**src/rtl/pulse_evt_timer.sv**
```systemverilog
module pulse_evt_timer #(
  parameter int BUS_W  = 8,
  parameter int SYNC_N = 2
) (
  input  logic             clk,
  input  logic             rst_n,
  input  logic             wr_en,
  input  logic             rd_en,
  input  logic [1:0]       addr,
  input  logic [BUS_W-1:0] wdata,
  output logic [BUS_W-1:0] rdata,
  input  logic             ev_pin,
  input  logic             tick,
  input  logic             irq_clr,
  output logic             irq_flag
);
  localparam int CNT_W = 2 * BUS_W;
  localparam logic [1:0] A_LO = 2'd0, A_HI = 2'd1, A_CTL = 2'd2;
  localparam logic [1:0] M_EVT = 2'b01, M_TMR = 2'b10, M_PW = 2'b11;

  logic [CNT_W-1:0] cnt, preload;
  logic [BUS_W-1:0] lo_buf;
  logic [1:0]       mode;
  logic             on, edge_sel, meas;
  logic [SYNC_N:0]  sync_q;

  wire pin_now  = sync_q[SYNC_N-1];
  wire pin_prev = sync_q[SYNC_N];
  wire act_edge = edge_sel ? (pin_now & ~pin_prev) : (~pin_now & pin_prev);

  wire wr_lo  = wr_en && addr == A_LO;
  wire wr_hi  = wr_en && addr == A_HI;
  wire wr_ctl = wr_en && addr == A_CTL;
  wire rd_hi  = rd_en && !wr_en && addr == A_HI;

  wire pw_start = on && mode == M_PW && !meas && act_edge;
  wire pw_end   = meas && (pin_now != edge_sel);
  wire inc      = on && ((mode == M_EVT && act_edge) ||
                         (mode == M_TMR && tick) ||
                         (meas && !pw_end && tick));
  wire wrap     = inc && (&cnt);

  always_comb begin
    case (addr)
      A_LO:    rdata = lo_buf;
      A_HI:    rdata = cnt[CNT_W-1:BUS_W];
      A_CTL:   rdata = BUS_W'({edge_sel, on, mode});
      default: rdata = '0;
    endcase
  end

  always_ff @(posedge clk or negedge rst_n)
    if (!rst_n) sync_q <= '0;
    else        sync_q <= {sync_q[SYNC_N-1:0], ev_pin};

  always_ff @(posedge clk or negedge rst_n) begin
    if (!rst_n) begin
      mode <= '0; on <= 1'b0; edge_sel <= 1'b0; meas <= 1'b0;
    end else begin
      if (wr_ctl) {edge_sel, on, mode} <= wdata[3:0];
      else if (pw_end) on <= 1'b0;
      if (wr_ctl || pw_end) meas <= 1'b0;
      else if (pw_start)    meas <= 1'b1;
    end
  end

  always_ff @(posedge clk or negedge rst_n) begin
    if (!rst_n) begin
      cnt <= '0; preload <= '0; lo_buf <= '0; irq_flag <= 1'b0;
    end else begin
      if (wr_hi) preload <= {wdata, lo_buf};
      if (wr_lo)      lo_buf <= wdata;
      else if (rd_hi) lo_buf <= cnt[BUS_W-1:0];
      if (wrap)               cnt <= preload;
      else if (inc)           cnt <= cnt + 1'b1;
      else if (wr_hi && !on)  cnt <= {wdata, lo_buf};
      if (wrap)         irq_flag <= 1'b1;
      else if (irq_clr) irq_flag <= 1'b0;
    end
  end
endmodule

```
**config.mk**
```make
export PLATFORM = sky130hd
export DESIGN_NAME = pulse_evt_timer
export DESIGN_NICKNAME = d
export VERILOG_FILES = /design/src/rtl/pulse_evt_timer.sv
export SDC_FILE = /design/constraint.sdc
export NUM_CORES = 1
export LEC_CHECK = 0
export CAP_MARGIN = 20
export CORE_ASPECT_RATIO = 0.9
export CORE_UTILIZATION = 52
export DETAILED_ROUTE_END_ITERATION = 10
export PLACE_DENSITY = 0.83
export SLEW_MARGIN = 20
export SYNTH_ARGS = -nofsm -noshare
export SYNTH_HDL_FRONTEND = slang
export SYNTH_SLANG_ARGS = --single-unit
```
**constraint.sdc**
```tcl
create_clock -name clk -period 2.4 [get_ports clk]
set_clock_uncertainty 0.15 [all_clocks]
set_input_delay 0.48 -clock clk [delete_from_list [all_inputs] [get_ports clk]]
set_output_delay 0.48 -clock clk [all_outputs]
set_load 0.05 [all_outputs]
```
==> results.json, run 1 <==
{
  "grt_max_degree": 50,
  "floorplan.rows": 24,
  "count_of_unresolved_drc_violations_after_routing": 0,
  "cts_root_buffer": "sky130_fd_sc_hd__clkbuf_8",
  "detail_route.iter0.violations": 229,
  "start_kind": "input pin",
  "weighted_congestion_reported_at_the_end_of_routability_driven_placement": 0.946,
  "yosysWarningCount": 0,
  "die_area_mm2": 0.00545,
  "finalWirelength_um": 6770,
  "rr_worst_depth": 7,
  "layout-drive-gt1-share_pct": 22.1,
  "worstReg2RegEnd": "cnt[15]",
  "synth_seq_area_share_pct": 45.7,
  "setup_violations": 0,
  "post-synth-top-area-cell": "sky130_fd_sc_hd__dfrtp_1",
  "fp.coreArea_mm2": 0.00489,
  "regToRegStartpoint": "cnt[0]",
  "maxCapViolations": 0,
  "dpl.hpwl_um": 4850,
  "ys.flop_type": "sky130_fd_sc_hd__dfrtp_1",
  "h-tree-depth": 2,
  "vdd_drop_max_uv": 509,
  "finish.cell_count_without_fillers": 377,
  "initial_core_util_pct": 54.8,
  "grt_pass1_vias": 2267,
  "placed_area_mm2": 0.00320,
  "run_status": "finished, violations left",
  "rsz0062_at_grt": "false",
  "die_height_um": 70.2,
  "antenna_left": 0,
  "synthesized_netlist_cell_count": 272,
  "required_time_worst_endpoint_ps": 1770,
  "max_freq_ghz": 0.425,
  "netlist_top_cells_count": "49 x sky130_fd_sc_hd__dfrtp_1, 37 x sky130_fd_sc_hd__nand2_1, 19 x sky130_fd_sc_hd__mux2_2",
  "use_met1_pct": 38.9,
  "design.final.nets": 329,
  "diodes": 0,
  "asyncSetResetFlopFracSynth_pct": 100,
  "synth_edf_count": 0,
  "yosysUniqueCellTypes": 48,
  "min-delay-path-class": "in2async",
  "slew_headroom_pct": 66.7,
  "post_synthesis_sequential_element_count": 49,
  "synthDominantCellAreaShare_pct": 45.7,
  "cts_inserted_buffers": 5,
  "first_pass_iters": 8,
  "cellPowerDensity_mw_per_mm2": 912,
  "clock_sinks": 49,
  "final_core_utilization_pct": 67.7,
  "worst-path-max-fanout": 8,
  "synth_most_common_cell": "sky130_fd_sc_hd__dfrtp_1",
  "finish.instance_area_mm2": 0.00331,
  "numPlacedInstances": 369,
  "post_synth_instance_area_mm2": 0.00268,
  "wire_per_inst_um": 17.9,
  "totalPowerFinal_w": 0.00302,
  "globalRouteMet3Util_pct": 6.67,
  "hold_viol_final": 13,
  "number_of_antenna_violations_at_the_first_check_in_global_routing": 0,
  "critPathArrivalTime_ps": 1720,
  "first_pass_grt_wire_length_um": 11300,
  "longest_clk_path_bufs": 2,
  "postCtsSetupBuffers": 0,
  "grt.met2_usage_pct": 41.1,
  "avgViaCountPerCell": 6.17,
  "die_width_um": 77.7,
  "critical_path_class": "in2out",
  "worst_skew_pair.late_latency_ps": 310,
  "groute.usage.overall_pct": 27.0,
  "boundaryPins": 26,
  "transition_time_of_the_tightest_slew_check_pin_ps": 495,
  "kind_of_capture_point_of_the_worst_setup_path": "primary output",
  "num_vias": 2325,
  "tritoncts_clock_tree": "done",
  "finalSetupTns_ps": 0,
  "avgSynthCellArea_um2": 9.87,
  "violated_checks": "negative hold slack",
  "final_max_slew_viol_count": 0,
  "netlist_top_cells_area": "sky130_fd_sc_hd__dfrtp_1 46%, sky130_fd_sc_hd__mux2_2 8.0%, sky130_fd_sc_hd__mux2i_1 6.0%",
  "syn2layout_area_growth_pct": 23.4,
  "finalCriticalPeriod_ps": 2350,
  "final.period_utilization_pct": 98.0,
  "clkSlewWorstSetupHoldPaths_ps": 80,
  "rrSetupSlack_ps": 250,
  "static-leakage-power_nw": 1.44,
  "grt_remaining_overflow": 0,
  "hold_ws_ps": -14.0,
  "place.port_buffers": 25,
  "global_route.peak_usage_layer": "met2",
  "postSynthNetCount": 290
}
## worst max-delay path, stage by stage
cell and delay [ps]:
sky130_fd_sc_hd__clkdlybuf4s50_1 520, sky130_fd_sc_hd__buf_4 190, sky130_fd_sc_hd__mux2i_1 80, sky130_fd_sc_hd__nor2_1 260, sky130_fd_sc_hd__buf_12 180
## sequential cells by signal, indices dropped and copies added (netlist names)
register,count
preload,16
sync_q,3
on,1
meas,1
irq_flag,1
cnt,16
lo_buf,8
mode,2
edge_sel,1
## timing repair
item	4_1_cts	5_1_grt
gates resized for setup	0	4
endpoints found under the hold margin	0	0
hold buffers	0	0
setup endpoints to repair	0	5
## per-stage QoR
step	hold slack [ps]	worst slack (ps)
floorplan	34.4	121
global placement	182	53.4
detailed placement	191	23.3
CTS	14.4	18.9
global route	25.8	5.07
finish	-14.0	49.0
## worst max path at each step
stage / from / cells after the start / endpoint
2_1_floorplan: addr[1] / 3 / rdata[0]
3_3_place_gp: addr[0] / 5 / rdata[2]
3_5_place_dp: addr[0] / 5 / rdata[0]
4_1_cts: addr[0] / 5 / rdata[0]
5_1_grt: addr[0] / 5 / rdata[0]
6_report: addr[0] / 5 / rdata[7]
## power breakdown
group / leakage, nW / internal [W] / switching [W] / total (W)
clock: 0.0542 / 0.000261 / 0.000276 / 0.000537
sequential: 0.594 / 0.00108 / 0.000322 / 0.00140
combinational: 0.794 / 0.000533 / 0.000553 / 0.00109
## layout by cell type (no fill, tap or decap), types with 3 or more instances in the layout
master                             n
sky130_fd_sc_hd__a211oi_1          6
sky130_fd_sc_hd__a21o_1            4
sky130_fd_sc_hd__a21oi_1          10
sky130_fd_sc_hd__a222oi_1          4
sky130_fd_sc_hd__a31oi_1           5
sky130_fd_sc_hd__and2_1            3
sky130_fd_sc_hd__buf_12            9
sky130_fd_sc_hd__buf_4            21
sky130_fd_sc_hd__clkbuf_8          7
sky130_fd_sc_hd__clkdlybuf4s50_1  15
sky130_fd_sc_hd__dfrtp_1          49
sky130_fd_sc_hd__inv_1            10
sky130_fd_sc_hd__mux2_2           19
sky130_fd_sc_hd__mux2i_1          16
sky130_fd_sc_hd__nand2_1          37
sky130_fd_sc_hd__nand3_1          11
sky130_fd_sc_hd__nand3b_1          3
sky130_fd_sc_hd__nand4_1           3
sky130_fd_sc_hd__nor2_1           18
sky130_fd_sc_hd__nor3_1            4
sky130_fd_sc_hd__o21ai_0           9
sky130_fd_sc_hd__o21ai_1           5
sky130_fd_sc_hd__xnor2_1           5
sky130_fd_sc_hd__xor2_1            3
## routing by layer
| layer | vias to the layer above | share of wire, % |
|---|---|---|
| li1 | 1066 | - |
| met3 | 14 | 8.4 |
| met1 | 1126 | 45 |
| met5 | - | 0 |
| met2 | 119 | 45 |
| met4 | 0 | 1.6 |
## area by class of cell
cell class | instances | area [µm²]
inverter | 10 | 37.5
clock inverter | 1 | 5.00
sequential | 49 | 1230
timing repair buffer | 47 | 505
fill | 378 | 1580
clock buffer | 7 | 96.3
multi-input combinational | 198 | 1360
tap | 65 | 81.3
## cells by family (layout without fill, tap and decap cells)
logic type	count (synthesis)	in the layout	share of synthesized area [%]
AO/OA/AOI/OAI	58	58	15.0
buffers and inverters	25	65	3.87
AND/OR/NAND/NOR	96	96	18.5
adder cells (fa/ha/maj)	1	1	0.466
multiplexers	35	35	13.9
flip-flops	49	49	45.7
XOR/XNOR	8	8	2.61
Power figures use the tool's default switching activity.
==> run 2, diff against run 1 <==
--- a/config.mk
+++ b/config.mk
@@ -6,9 +6,10 @@
 export NUM_CORES = 1
 export LEC_CHECK = 0
 export CAP_MARGIN = 20
-export CORE_ASPECT_RATIO = 0.9
+export CORE_ASPECT_RATIO = 1.4
 export CORE_UTILIZATION = 52
 export DETAILED_ROUTE_END_ITERATION = 10
+export HOLD_SLACK_MARGIN = 0.05
 export PLACE_DENSITY = 0.83
 export SLEW_MARGIN = 20
 export SYNTH_ARGS = -nofsm -noshare
==> run 2 against run 1 <==
Effect of this change:
- the flow now finishes without violations
- clock-buffer cell count down 2
- total power up 0.66%
- combinational power up 9%
- non-clock buffer count up 4
- maximum frequency about the same
- flip-flop and latch count unchanged
- first-iteration DRC count up 5.7%
- critical endpoint is now cnt[2]
==> results.json, run 2 (synthesis gave the netlist of run 1 again) <==
{
  "run_status": "finished clean",
  "wire_per_inst_um": 18.8,
  "dpl.hpwl_um": 5220,
  "finalWirelength_um": 7150,
  "totalPowerFinal_w": 0.00304,
  "first_pass_grt_wire_length_um": 11900,
  "rr_worst_depth": 7,
  "slew_headroom_pct": 54.7,
  "fillers": 354,
  "worst_path_max_delay_cell": "sky130_fd_sc_hd__dfrtp_1",
  "layout-drive-gt1-share_pct": 22.2,
  "crit_path_cell_trace": "ha_1, nand4_2, buf_4, nor4_2, buf_4, a21oi_1, a221oi_1",
  "start_kind": "flop",
  "first_pass_iters": 5,
  "boundaryPins": 26,
  "grt_remaining_overflow": 0,
  "cts_root_buffer": "sky130_fd_sc_hd__clkbuf_8",
  "diodes": 0,
  "finalCriticalPeriod_ps": 2350,
  "vdd_drop_max_uv": 515,
  "weighted_congestion_reported_at_the_end_of_routability_driven_placement": 0.988,
  "syn2layout_area_growth_pct": 24.4,
  "die_width_um": 62.7,
  "grt_pass1_vias": 2411,
  "maxCapViolations": 0,
  "avgViaCountPerCell": 6.17,
  "postCtsSetupBuffers": 0,
  "final_max_slew_viol_count": 0,
  "final_common_cell": "sky130_fd_sc_hd__dfrtp_1",
  "required_time_worst_endpoint_ps": 2430,
  "clock_sinks": 49,
  "transition_time_of_the_tightest_slew_check_pin_ps": 679,
  "initial_core_util_pct": 54.6,
  "layout_common_cells": "49 x sky130_fd_sc_hd__dfrtp_1, 37 x sky130_fd_sc_hd__nand2_1, 23 x sky130_fd_sc_hd__buf_4",
  "fp.coreArea_mm2": 0.00492,
  "die_area_mm2": 0.00546,
  "h-tree-depth": 2,
  "setup_violations": 0,
  "worst_skew_pair.late_latency_ps": 300,
  "hold_viol_final": 0,
  "cellPowerDensity_mw_per_mm2": 911,
  "grt_max_degree": 28,
  "multiInputGateArea_mm2": 0.00136,
  "floorplan.rows": 30,
  "place.port_buffers": 25,
  "design.final.nets": 333,
  "final.period_utilization_pct": 98.0,
  "cpPeakStageDelay_ps": 420,
  "area.sequential_mm2": 0.00123,
  "longest_clk_path_bufs": 2,
  "min-delay-path-class": "reg2reg",
  "largest_registers": "cnt x16, preload x16, lo_buf x8",
  "cts_inserted_buffers": 5,
  "detail_route.iter0.violations": 242,
  "hold_path_depth": 0,
  "path_common_cell": "sky130_fd_sc_hd__buf_4",
  "groute.usage.overall_pct": 28.8,
  "count_of_unresolved_drc_violations_after_routing": 0,
  "rsz0062_at_grt": "false",
  "die_height_um": 87.0,
  "worst-path-max-fanout": 14,
  "antenna_left": 0,
  "clkSlewWorstSetupHoldPaths_ps": 90,
  "critPathArrivalTime_ps": 2390,
  "max_freq_ghz": 0.425,
  "tritoncts_clock_tree": "done",
  "number_of_antenna_violations_at_the_first_check_in_global_routing": 0,
  "finalSetupTns_ps": 0,
  "num_vias": 2345,
  "kind_of_capture_point_of_the_worst_setup_path": "flop",
  "static-leakage-power_nw": 1.45,
  "critical_path_class": "reg2reg"
}
## run 2: final timing paths
check	startpoint	to	slack, ps
max reg2reg	cnt[0]	cnt[2]	50
min	sync_q[0]	sync_q[1]	210
max in group asynchronous	rst_n	preload[1]	1030
min in group asynchronous	rst_n	lo_buf[3]	530
min reg2reg	sync_q[0]	sync_q[1]	210
max	cnt[0]	cnt[2]	50
## run 2: area by class of cell
class	instances	share of cell area [%]
multi-input cells	198	40.8
flip-flops and latches	49	36.7
repair buffers	51	16.4
well taps	64	2.40
clock buffers	5	2.06
inverters	10	1.12
clock inverters	3	0.525
## run 2: critical path: cells and delay by family (launching register included)
family          cells  cell delay [ps]
simple gates        2              430
fa+ha+maj           1              270
flops               1              420
compound gates      2              510
buf+inv             2              450
## run 2: through the flow
stage	util [%]	instances	worst slack (ps)	area (µm²)	hold WS, ps
after floorplan	-	272	121	2680	34.4
final	67.9	380	47.4	3340	207
after global placement	65.8	371	34.9	3240	186
after CTS	67.8	380	76.8	3330	212
after detailed placement	65.8	371	-34.1	3240	191
after global routing	67.9	380	17.9	3340	216
## run 2: repair_timing
action | 4_1_cts | 5_1_grt
pin swaps | 0 | 0
gates resized for setup | 2 | 1
hold endpoints to repair | 22 | 0
hold buffers | 1 | 0
setup endpoints to repair | 1 | 1
gates cloned | 0 | 0
## run 2: where the power goes
| group | leakage [nW] | total [W] | switching [W] | internal [W] |
|---|---|---|---|---|
| registers | 0.594 | 0.00137 | 0.000293 | 0.00108 |
| logic | 0.809 | 0.00119 | 0.000617 | 0.000573 |
| clock network | 0.0439 | 0.000481 | 0.000279 | 0.000202 |
## run 2: routing by layer
layer / track usage [%] / share of wire (%)
met1: 33.7 / 38
met2: 48.7 / 51
met3: 4.97 / 6.8
met4: 18.8 / 4.4
met5: 0 / 0
==> run 3, diff against run 2 <==
--- a/config.mk
+++ b/config.mk
@@ -5,12 +5,14 @@
 export SDC_FILE = /design/constraint.sdc
 export NUM_CORES = 1
 export LEC_CHECK = 0
-export CAP_MARGIN = 20
+export ABC_AREA = 1
+export CAP_MARGIN = 10
 export CORE_ASPECT_RATIO = 1.4
 export CORE_UTILIZATION = 52
 export DETAILED_ROUTE_END_ITERATION = 10
 export HOLD_SLACK_MARGIN = 0.05
-export PLACE_DENSITY = 0.83
+export PLACE_DENSITY = 0.82
+export RECOVER_POWER = 25
 export SLEW_MARGIN = 20
 export SYNTH_ARGS = -nofsm -noshare
 export SYNTH_HDL_FRONTEND = slang
==> run 3 against run 2 <==
Effect of this change:
- synthesized area grew 10%
- sequential share of layout area shrank 2.1 points
- die area rose by 10%
- core utilization is 3.3 points lower
- routed wire length increased by 9.0%
- global-route usage is essentially flat
- clock power rose by 2%
- largest cell class unchanged
==> results.json, run 3 <==
{
  "hold_path_depth": 0,
  "placement.setup.worst_slack_ps": -24.7,
  "finalWorstSetupSlack_ps": 96.7,
  "yosysWarningCount": 0,
  "netlist_top_cells_count": "102 x sky130_fd_sc_hd__nand2_1, 58 x sky130_fd_sc_hd__inv_1, 51 x sky130_fd_sc_hd__nand3_1",
  "layout_common_cells": "102 x sky130_fd_sc_hd__nand2_1, 58 x sky130_fd_sc_hd__inv_1, 51 x sky130_fd_sc_hd__nand3_1",
  "grt_pass1_vias": 2753,
  "hold_viol_final": 0,
  "syn2layout_area_growth_pct": 19.7,
  "layout-drive-gt1-share_pct": 13.9,
  "cellPowerDensity_mw_per_mm2": 913,
  "diodes": 0,
  "worst_skew_pair.late_latency_ps": 300,
  "grt_remaining_overflow": 0,
  "cts_hold_buf": 0,
  "final_common_cell": "sky130_fd_sc_hd__nand2_1",
  "wire_per_inst_um": 15.8,
  "start_kind": "input pin",
  "groute.usage.overall_pct": 28.8,
  "fp.coreArea_mm2": 0.00549,
  "cts_inserted_buffers": 5,
  "clock_sinks": 49,
  "weighted_congestion_reported_at_the_end_of_routability_driven_placement": 0.920,
  "finalCriticalPeriod_ps": 2300,
  "synthesized_netlist_cell_count": 393,
  "asyncSetResetFlopFracSynth_pct": 100,
  "worstReg2RegEnd": "cnt[14]",
  "rrSetupSlack_ps": 400,
  "die_height_um": 91.3,
  "clkSlewWorstSetupHoldPaths_ps": 80,
  "ys.flop_type": "sky130_fd_sc_hd__dfrtp_1",
  "largest_registers": "cnt x16, preload x16, lo_buf x8",
  "avgSynthCellArea_um2": 7.53,
  "avgViaCountPerCell": 5.73,
  "post-synth-top-area-cell": "sky130_fd_sc_hd__dfrtp_1",
  "static-leakage-power_nw": 1.75,
  "required_time_worst_endpoint_ps": 1770,
  "critPathArrivalTime_ps": 1670,
  "holdPathEnd": "sync_q[1]",
  "detail_route.iter0.violations": 188,
  "count_of_unresolved_drc_violations_after_routing": 0,
  "vdd_drop_max_uv": 666,
  "num_vias": 2826,
  "finalWirelength_um": 7790,
  "synth_seq_area_share_pct": 41.4,
  "final_max_slew_viol_count": 0,
  "transition_time_of_the_tightest_slew_check_pin_ps": 1230,
  "boundaryPins": 26,
  "place.port_buffers": 25,
  "synth_most_common_cell": "sky130_fd_sc_hd__nand2_1",
  "dpl.hpwl_um": 5770,
  "regToRegStartpoint": "cnt[1]",
  "maxCapViolations": 0,
  "totalPowerFinal_w": 0.00323,
  "final_core_utilization_pct": 64.6,
  "synth_edf_count": 0,
  "antenna_left": 0,
  "run_status": "finished clean",
  "netlist_top_cells_area": "sky130_fd_sc_hd__dfrtp_1 41%, sky130_fd_sc_hd__nand2_1 13%, sky130_fd_sc_hd__nand3_1 8.6%",
  "critical_path_class": "in2out",
  "first_pass_grt_wire_length_um": 13100,
  "grt_max_degree": 50,
  "post_synthesis_sequential_element_count": 49,
  "post_synth_instance_area_mm2": 0.00296,
  "max_freq_ghz": 0.434,
  "initial_core_util_pct": 53.9,
  "longest_clk_path_bufs": 2,
  "rsz0062_at_grt": "false",
  "postSynthNetCount": 411,
  "h-tree-depth": 2,
  "rr_worst_depth": 10,
  "worst-path-max-fanout": 9,
  "yosysUniqueCellTypes": 28,
  "hold_ws_ps": 217,
  "worst_hold_launch": "sync_q[0]",
  "slew_headroom_pct": 18.1,
  "die_area_mm2": 0.00600,
  "final.period_utilization_pct": 96.0,
  "die_width_um": 65.8,
  "first_pass_iters": 5,
  "cts_root_buffer": "sky130_fd_sc_hd__clkbuf_8",
  "number_of_antenna_violations_at_the_first_check_in_global_routing": 0,
  "min-delay-path-class": "reg2reg",
  "synthDominantCellAreaShare_pct": 41.4,
  "design.final.nets": 443,
  "tritoncts_clock_tree": "done",
  "floorplan.rows": 32,
  "setup_violations": 0,
  "kind_of_capture_point_of_the_worst_setup_path": "primary output"
}
-- run 3: cell count changes after synthesis, sizes merged, moves of 5 or more --
| cell | delta |
|---|---|
| inv | +53 |
| o21ai | +19 |
| o22ai | +8 |
| nand3 | +41 |
| a211oi | -7 |
| o211ai | +14 |
| mux2 | -19 |
| nand2 | +74 |
| nor2 | +7 |
| a31oi | -5 |
| a21oi | -8 |
| xnor2 | -5 |
| mux2i | -16 |
-- run 3: stage by stage --
step / setup TNS (ps) / std cells / instance area, µm²
2_1_floorplan: 0 / 393 / 2960
3_3_place_gp: 0 / 486 / 3390
5_1_grt: 0 / 493 / 3540
6_report: 0 / 493 / 3540
4_1_cts: -59.5 / 493 / 3470
3_5_place_dp: -40.7 / 486 / 3390
-- run 3: worst max path at each step --
stage / startpoint / end / depth (start not counted)
after global placement: addr[0] / rdata[6] / 4
after detailed placement: addr[1] / rdata[2] / 6
final: addr[1] / rdata[0] / 5
after floorplan: addr[1] / rdata[0] / 3
after global routing: addr[1] / rdata[2] / 5
after CTS: addr[1] / rdata[2] / 6
-- run 3: cell families after synthesis --
group | after synthesis | synth area share [%]
and+or+nand+nor | 196 | 31.2
adders and majority gates | 1 | 0.423
buffers and inverters | 75 | 11.3
xor gates and xnor gates | 6 | 1.78
AOI/OAI and AO/OA | 66 | 13.8
DFF | 49 | 41.4
-- run 3: power by group --
part           switching [W]  internal [W]  leakage, nW
Combinational       0.000875      0.000524         1.11
Clock               0.000264      0.000229       0.0443
Sequential          0.000257       0.00108        0.593
-- run 3: critical path, stage by stage --
cell,delay (ps)
sky130_fd_sc_hd__clkdlybuf4s50_1,450
sky130_fd_sc_hd__inv_2,130
sky130_fd_sc_hd__nand2_4,160
sky130_fd_sc_hd__o221ai_2,270
sky130_fd_sc_hd__buf_12,170
-- run 3: layout make-up --
type / instances / area [µm²]
clock buffers: 7 / 86.3
fillers: 436 / 1940
inverters: 63 / 239
multi-input cells: 269 / 1460
flip-flops and latches: 49 / 1230
well taps: 68 / 85.1
repair buffers: 37 / 440
-- run 3: per-layer routing --
| layer | up-vias | global-route usage (%) | routed length, µm |
|---|---|---|---|
| li1 | 1343 | - | - |
| met3 | 19 | 4.27 | 538 |
| met4 | 0 | 11.6 | 246 |
| met5 | - | 0 | 0 |
| met2 | 129 | 47.9 | 4140 |
| met1 | 1335 | 36.6 | 2870 |
-- run 3: what timing repair did --
item,CTS,global route
endpoints found under the hold margin,0,0
buffers inserted,0,0
endpoints found under the setup margin,4,8
resized for setup,0,14
